`src/rtl/sclgen_pkg.sv`:
```
package sclgen_pkg;

    typedef enum logic [1:0] {
        MODE_IDLE = 2'd0,
        MODE_HOLD = 2'd1,
        MODE_RUN  = 2'd2
    } gen_mode_e;

endpackage

```
`src/rtl/sclgen_len_calc.sv`:
```
module sclgen_len_calc #(
    parameter int DIV_W   = 8,
    parameter int EXP_W   = 3,
    parameter int MAX_EXP = 5,
    parameter int OFFSET  = 3,
    parameter int CNT_W   = 13,
    localparam int WORD_W = 2 * DIV_W + EXP_W
) (
    input  logic [WORD_W-1:0] word_i,
    output logic [CNT_W-1:0]  lo_len_o,
    output logic [CNT_W-1:0]  hi_len_o
);

    logic [DIV_W-1:0] lo_div;
    logic [DIV_W-1:0] hi_div;
    logic [EXP_W-1:0] exp_raw;
    logic [EXP_W-1:0] exp_eff;

    assign lo_div  = word_i[DIV_W-1:0];
    assign hi_div  = word_i[2*DIV_W-1:DIV_W];
    assign exp_raw = word_i[WORD_W-1:2*DIV_W];

    // Clamp only when the field can encode values above the ceiling.
    generate
        if (((1 << EXP_W) - 1) > MAX_EXP) begin : g_clamp
            assign exp_eff = (exp_raw > EXP_W'(MAX_EXP)) ? EXP_W'(MAX_EXP) : exp_raw;
        end else begin : g_pass
            assign exp_eff = exp_raw;
        end
    endgenerate

    function automatic logic [CNT_W-1:0] phase_len(input logic [DIV_W-1:0] div,
                                                   input logic [EXP_W-1:0] ex);
        logic [CNT_W-1:0] t;
        t = (CNT_W'(div) << ex) + CNT_W'(OFFSET);
        if (t == '0) begin
            t = CNT_W'(1);
        end
        return t;
    endfunction

    always_comb begin
        lo_len_o = phase_len(lo_div, exp_eff);
        hi_len_o = phase_len(hi_div, exp_eff);
    end

endmodule

```
`src/rtl/sclgen_phase_fsm.sv`:
```
module sclgen_phase_fsm
    import sclgen_pkg::*;
#(
    parameter int CNT_W = 13
) (
    input  logic             clk,
    input  logic             rst_n,
    input  logic             enable_i,
    input  logic             hold_i,
    input  logic [CNT_W-1:0] lo_len_i,
    input  logic [CNT_W-1:0] hi_len_i,
    output logic             scl_o,
    output logic             tick_o
);

    typedef struct packed {
        logic             scl;
        logic             tick;
        logic             run;
        logic [CNT_W-1:0] cnt;
        logic [CNT_W-1:0] len;
    } gen_state_t;

    gen_state_t st_d, st_q;
    gen_mode_e  mode;
    logic [CNT_W-1:0] cur_len;

    always_comb begin
        st_d      = st_q;
        st_d.tick = 1'b0;

        if (!enable_i) begin
            mode = MODE_IDLE;
        end else if (hold_i) begin
            mode = MODE_HOLD;
        end else begin
            mode = MODE_RUN;
        end

        // On the first running cycle the length comes live from the word.
        cur_len = st_q.run ? st_q.len : (st_q.scl ? hi_len_i : lo_len_i);

        case (mode)
            MODE_IDLE: begin
                st_d.scl = 1'b1;
                st_d.cnt = '0;
                st_d.run = 1'b0;
            end
            MODE_HOLD: begin
                st_d.scl = 1'b0;
                st_d.cnt = '0;
                st_d.run = 1'b0;
            end
            default: begin
                st_d.run = 1'b1;
                st_d.len = cur_len;
                if ((st_q.cnt + CNT_W'(1)) >= cur_len) begin
                    st_d.scl = ~st_q.scl;
                    st_d.cnt = '0;
                    st_d.len = st_q.scl ? lo_len_i : hi_len_i;
                end else begin
                    st_d.cnt = st_q.cnt + CNT_W'(1);
                end
            end
        endcase

        st_d.tick = (st_d.scl != st_q.scl);
    end

    always_ff @(posedge clk or negedge rst_n) begin
        if (!rst_n) begin
            st_q <= '{scl: 1'b1, tick: 1'b0, run: 1'b0, cnt: '0, len: '0};
        end else begin
            st_q <= st_d;
        end
    end

    assign scl_o  = st_q.scl;
    assign tick_o = st_q.tick;

endmodule

```
`src/rtl/i2c_scl_waveform.sv`:
```
module i2c_scl_waveform #(
    parameter int DIV_W   = 8,
    parameter int EXP_W   = 3,
    parameter int MAX_EXP = 5,
    parameter int OFFSET  = 3,
    localparam int WORD_W    = 2 * DIV_W + EXP_W,
    localparam int MAX_PHASE = ((1 << DIV_W) - 1) * (1 << MAX_EXP) + OFFSET,
    localparam int CNT_W     = $clog2(MAX_PHASE + 2)
) (
    input  logic              clk,
    input  logic              rst_n,
    input  logic              enable_i,
    input  logic              hold_i,
    input  logic [WORD_W-1:0] div_word_i,
    output logic              scl_level_o,
    output logic              phase_tick_o
);

    logic [CNT_W-1:0] lo_len;
    logic [CNT_W-1:0] hi_len;

    sclgen_len_calc #(
        .DIV_W  (DIV_W),
        .EXP_W  (EXP_W),
        .MAX_EXP(MAX_EXP),
        .OFFSET (OFFSET),
        .CNT_W  (CNT_W)
    ) u_len_calc (
        .word_i  (div_word_i),
        .lo_len_o(lo_len),
        .hi_len_o(hi_len)
    );

    sclgen_phase_fsm #(
        .CNT_W(CNT_W)
    ) u_phase_fsm (
        .clk     (clk),
        .rst_n   (rst_n),
        .enable_i(enable_i),
        .hold_i  (hold_i),
        .lo_len_i(lo_len),
        .hi_len_i(hi_len),
        .scl_o   (scl_level_o),
        .tick_o  (phase_tick_o)
    );

endmodule

```
`config.mk`:
```
export PLATFORM = sky130hd
export DESIGN_NAME = i2c_scl_waveform
export DESIGN_NICKNAME = d
export VERILOG_FILES = /design/src/rtl/sclgen_pkg.sv /design/src/rtl/sclgen_len_calc.sv /design/src/rtl/sclgen_phase_fsm.sv /design/src/rtl/i2c_scl_waveform.sv
export SDC_FILE = /design/constraint.sdc
export NUM_CORES = 1
export LEC_CHECK = 0
export ABC_AREA = 1
export CAP_MARGIN = 20
export CORE_UTILIZATION = 50
export CTS_CLUSTER_DIAMETER = 150
export DETAILED_ROUTE_END_ITERATION = 8
export PLACE_DENSITY = 0.79
export SLEW_MARGIN = 20
export SYNTH_ARGS = -nofsm -noshare
export SYNTH_HDL_FRONTEND = slang
export SYNTH_HIERARCHICAL = 1
export SYNTH_SLANG_ARGS = --single-unit
```
`constraint.sdc`:
```
create_clock -name clk -period 3.4 [get_ports clk]
set_clock_uncertainty 0.05 [all_clocks]
set_input_delay 0.68 -clock clk [delete_from_list [all_inputs] [get_ports clk]]
set_output_delay 0.68 -clock clk [all_outputs]
set_load 0.05 [all_outputs]
```
# == After elaboration in Yosys (flattened, before gate mapping) ==
# Index checks and enable logic that the tools add are counted.
# word_totals
register_bits,29
# classes
addsub,3
order_cmp,2
eq_ne,2
n_shift,2
muxes,13
n_bitwise,1
reduce_logical,4
# ops
op,n
two-way mux 13 bit,7
"adder 13 x 2 -> 13 bit, second input constant",2
zero test 13 bit,2
<< shifter 8 x 3 -> 13 bit,2
two-way mux 14 bit,1
"adder 13 x 1 -> 13 bit, second input constant",1
>= comparator 13 bit,1
two-way mux 2 bit,2
"greater-than comparator 3 bit, second input constant",1
two-way mux 3 bit,1
"equality test 2 x 1 -> 1 bit, second input constant",1
zero test 2 bit,1
one-hot mux 1 bit (2 select lines),1
OR reduction 2 bit,1
two-way mux 1 bit,1
inequality test 1 bit,1
NOT 1 bit,1

# == Depth between registers and ports, before layout ==
# depth
depth_word,12
ltp_mapped,34

# == Modules after synthesis ==
# The synthesis kept the hierarchy.
# by_module_without_submodules
mod,instances,cells_each,area_per_inst_um2,seq_area_each_um2
sclgen_phase_fsm,1,326,2233.4,726.9
sclgen_len_calc,1,277,1462.7,0.0

# == Least setup slack after synthesis ==
# OpenSTA, ideal clock, no wires.
# synth_timing
kind,input to register
start,in div_word_i[18]
end,reg u_phase_fsm/st_q[18] in the netlist's numbering
setup_time_ns,0.123
arrival_ns,3.679
setup_slack_ns,-0.451
stages,32
path_buffers,3
path_cell_list,buf_6 nand2_4 nand2_4 buf_8 nand2_2 nand3_1 nor2_1 inv_1 ha_1 inv_1 nand2_1 nor2_2 nand2_1 nor2_1 a21oi_1 nand2_1 nor2_1 a21oi_1 nand2_1 nand3_1 o21ai_0 ha_1 nand2_1 nor2_1 nand2_1 nand3_1 nand2_1 nand3_4 inv_4 nand2_2 buf_6 nor2_2
# synth_rtl
element,line_no,text
start: declaration,i2c_scl_waveform.sv:14,"input logic [WORD_W-1:0] div_word_i,"
end signal: assignment,sclgen_phase_fsm.sv:72,"st_q <= '{scl: 1'b1, tick: 1'b0, run: 1'b0, cnt: '0, len: '0};"
end signal: assignment,sclgen_phase_fsm.sv:74,st_q <= st_d;
end: declaration,sclgen_phase_fsm.sv:24,"gen_state_t st_d, st_q;"

# == Worst setup path in the final report ==
# layout_timing
start,in div_word_i[17]
end,reg u_phase_fsm/st_q[2] in the netlist's numbering
# layout_via
elab_chain_len,10
word_cells_on_any_way,15
cone_classes,add/sub (2); order compare (2); shift (2); mux (7); reduce/logical (2)
# layout_rtl
element,line_no,text
greater-than comparator 3 bit,sclgen_len_calc.sv:26,assign exp_eff = (exp_raw > EXP_W'(MAX_EXP)) ? EXP_W'(MAX_EXP) : exp_raw;
two-way mux 3 bit (*),sclgen_len_calc.sv:26,
<< shifter 8 x 3 -> 13 bit (*),sclgen_len_calc.sv:35,t = (CNT_W'(div) << ex) + CNT_W'(OFFSET);
adder 13 x 2 -> 13 bit (*),sclgen_len_calc.sv:35,
zero test 13 bit,sclgen_len_calc.sv:36,if (t == '0) begin
two-way mux 13 bit (*),sclgen_len_calc.sv:36,
net lo_len[6],i2c_scl_waveform.sv:19,logic [CNT_W-1:0] lo_len;
two-way mux 13 bit (*) (2 in series),sclgen_phase_fsm.sv:41,cur_len = st_q.run ? st_q.len : (st_q.scl ? hi_len_i : lo_len_i);
>= comparator 13 bit (*),sclgen_phase_fsm.sv:57,if ((st_q.cnt + CNT_W'(1)) >= cur_len) begin
two-way mux 13 bit (*),sclgen_phase_fsm.sv:57,
# Mark *: on every way through the listed nets, which the timed path passes. The rest lies on a longest branch.
# A chain may end at the register's enable or synchronous reset.

==> out/metrics.yaml <==
outcome:
  run_status: "finished with violations"
  violations: "setup timing"
route:
  drt_pre_antenna_iters: 6
  detail_route.drc_violations: 0
  final_antenna_net_count: 0
  routed_via_density: 5.74
  finalWirelength_mm: 13.2
  vias: 4734
  first_iter_violations: 552
  drt-wirelength-per-cell_um: 16.0
run:
  max_cap_viol: 0
setup_path:
  worstReg2RegEnd: "u_phase_fsm/st_q[2]"
  path_class: "in2reg"
  worst_path_most_repeated_cell: "nand2_1"
  startpoint_type: "input port"
  worst_setup_path_startpoint: "div_word_i[17]"
  max_stage_delay_ns: 0.27
  crit_slowest_cell: "ha_1"
  critical_path_required_ns: 3.58
  crit_fanout: 6
  cp.arrival_ns: 4.34
  reg2reg_slack_ns: 0.21
  worstSetupEndpointType: "flop"
  reg2regPathDepth: 16
  r2r-start: "u_phase_fsm/scl_o"
  setup.worst_path.end: "u_phase_fsm/st_q[2]"
timing:
  rsz0062_at_grt: "true"
  timing.slew.headroom: 0.464
  maxSlewViolCount: 0
  postLayoutSetupSlackWorst_ns: -0.766
  timing.final.crit_share: 1.23
  finalSetupTns_ns: -19.01
  finalCriticalPeriod_ns: 4.17
  hold_viol: 0
  setup_viol: 28
  fmaxAchievable_mhz: 240
  timing_worst_slew_pin_value_ns: 0.804
synthesis:
  synth_ff_type: "dfrtp_1"
  synth-seq-cells: 29
  synthCells: 603
  synth_cell_type_count: 42
  synth-async-reset-ratio: 1.00
  ys.warnings.count: 6
  postSynthAreaPerCell_um2: 6.13
  synth_area_um2: 3700
  seq_area_frac_synth: 0.197
  synthDominantAreaCellType: "nand2_1"
  yosys.area.top_type_share: 0.217
  count_of_flip_flops_with_a_built_in_enable_after_synthesis: 0
  ys_top_cells_by_area: "nand2_1, dfrtp_1, nand3_1"
  synthesis.nets: 644
cts:
  postCtsHoldBufs: 0
  cts_tree: "done"
  sinks_on_clock_net: 29
  clkTransAtPathRegs_ns: 0.07
  cts.htree.levels: 2
  numCtsBuffers: 5
  cts_root_buffer: "clkbuf_8"
  ctsLongestPathBuffers: 2
  clk-insertion-delay-late_ns: 0.29
power_and_ir_drop:
  ir_drop_mv: 0.133
  p_leak_nw: 2.76
  post-layout-total-power_mw: 1.35
  power-per-cell-area_nw_per_um2: 257
cells_and_area:
  fill_cells: 491
  syn_to_final_growth_pct: 42.8
  number_of_nets_in_the_layout: 769
  antenna_cells_inserted: 0
  finalCoreUtilization: 0.756
  share_of_cells_above_drive_strength_1: 0.355
  multi_input_comb_area_um2: 2880
  area.sequential_um2: 727
worst_hold_path:
  worst_hold_path_type: "reg2reg"
  worstHoldPathCells: 2
die:
  die_y_um: 88.0
  row_count: 30
  chipWidth_um: 88.0
  floorplan.initialDensity: 0.529
  core_um2: 6980
  die_area_um2: 7740
  ios: 25
global_routing:
  grt_use_total: 0.330
  antenna_found_initial: 0
  grt_first_pass_wirelength_mm: 20.3
  grt_start_max_net_pins: 30
  first_global_vias: 4600
  globalRouteOverflowTotal: 0
placement:
  hpwlAfterDp_mm: 8.06
  io_buffers: 24
  globalplace.congestion: 0.870
## per-stage QoR
| stage | setup slack, ns | hold slack [ns] | area [um2] | instances |
|---|---|---|---|---|
| 2_1_floorplan | -0.411 | 0.334 | 3760 | 603 |
| 3_3_place_gp | -1.08 | 0.407 | 4630 | 790 |
| 3_5_place_dp | -1.29 | 0.412 | 4630 | 790 |
| 4_1_cts | -0.411 | 0.429 | 5100 | 820 |
| 5_1_grt | -0.880 | 0.451 | 5280 | 825 |
| 6_report | -0.766 | 0.431 | 5280 | 825 |
## critical path: cells and delay by family
family,cells,cell delay [ns]
AND/OR/NAND/NOR,20,1.90
adder cells (fa/ha/maj),2,0.44
buffers and inverters,8,0.89
AO/OA/AOI/OAI,2,0.40
## cells in the final DEF (no fill, tap or decap), drive strengths merged, types with 3 or more instances in the layout
master and n:
o21ai 16, o21bai 4, buf 116, nor3 3, nor2 59, a31oi 3
dlygate4sd2 3, inv 78, dfrtp 28, clkdlybuf4s50 15, nand4 5, nand2 231
clkbuf 9, nand3 107, ha 18, a21oi 11, xor2 9
## cell usage after synthesis, types with 4 or more instances
| master | number |
|---|---|
| nand2_1 | 214 |
| nand3_1 | 91 |
| inv_1 | 70 |
| nor2_1 | 31 |
| dfrtp_1 | 28 |
| nor2_2 | 19 |
| ha_1 | 18 |
| nand2_2 | 13 |
| nand3_2 | 12 |
| o21ai_0 | 12 |
| a21oi_1 | 11 |
| nor2_4 | 9 |
| xor2_1 | 8 |
| clkbuf_1 | 6 |
| inv_2 | 6 |
| buf_6 | 5 |
| nand4_1 | 5 |
| buf_4 | 4 |
| nand3_4 | 4 |
## flip-flops by register name, indices dropped and copies added (netlist names)
register / cells
u_phase_fsm/st_q: 27
u_phase_fsm/tick_o: 1
u_phase_fsm/scl_o: 1
## worst min path at each step
stage / start / end / slack, ns
after floorplan: rst_n / u_phase_fsm/st_q[0] / 0.33
after global placement: u_phase_fsm/st_q[8] / u_phase_fsm/st_q[8] / 0.41
after detailed placement: u_phase_fsm/st_q[9] / u_phase_fsm/st_q[9] / 0.41
after CTS: u_phase_fsm/st_q[11] / u_phase_fsm/st_q[11] / 0.43
after global routing: u_phase_fsm/st_q[12] / u_phase_fsm/st_q[12] / 0.45
final: u_phase_fsm/st_q[11] / u_phase_fsm/st_q[11] / 0.43
## per-layer routing
| layer | part of all wire | GRT usage | wire length [um] | vias to the layer above |
|---|---|---|---|---|
| met4 | 0.063 | 0.189 | 827 | 0 |
| li1 | - | - | - | 2164 |
| met2 | 0.49 | 0.559 | 6430 | 299 |
| met5 | 0 | 0 | 0 | - |
| met1 | 0.37 | 0.394 | 4930 | 2173 |
| met3 | 0.078 | 0.0556 | 1040 | 98 |
## timing repair
item / CTS / global route
endpoints found under the setup margin: 28 / 28
buffers inserted: 20 / 5
pin swaps: 49 / 23
gates cloned: 2 / 0
gates resized for setup: 74 / 38
## cell families after synthesis
| logic type | synth area share |
|---|---|
| buffers and inverters | 0.121 |
| adders and majority gates | 0.0609 |
| DFF | 0.197 |
| xor gates and xnor gates | 0.0257 |
| and+or+nand+nor | 0.536 |
| AOI/OAI and AO/OA | 0.0592 |
## power by group
group	switching (mW)	internal (mW)	leakage (nW)	total, mW
sequential	0.0190	0.376	0.377	0.395
clock	0.132	0.145	0.0395	0.277
combinational	0.397	0.284	2.34	0.681
total	0.548	0.805	2.76	1.35
## layout make-up
type,instances,share of cell area
repair buffers,137,0.217
inverters,80,0.0617
flip-flops and latches,29,0.138
clock buffers,8,0.0152
multi-input cells,475,0.545
well taps,96,0.0228
Note: power is estimated with default switching activity, not from simulation.
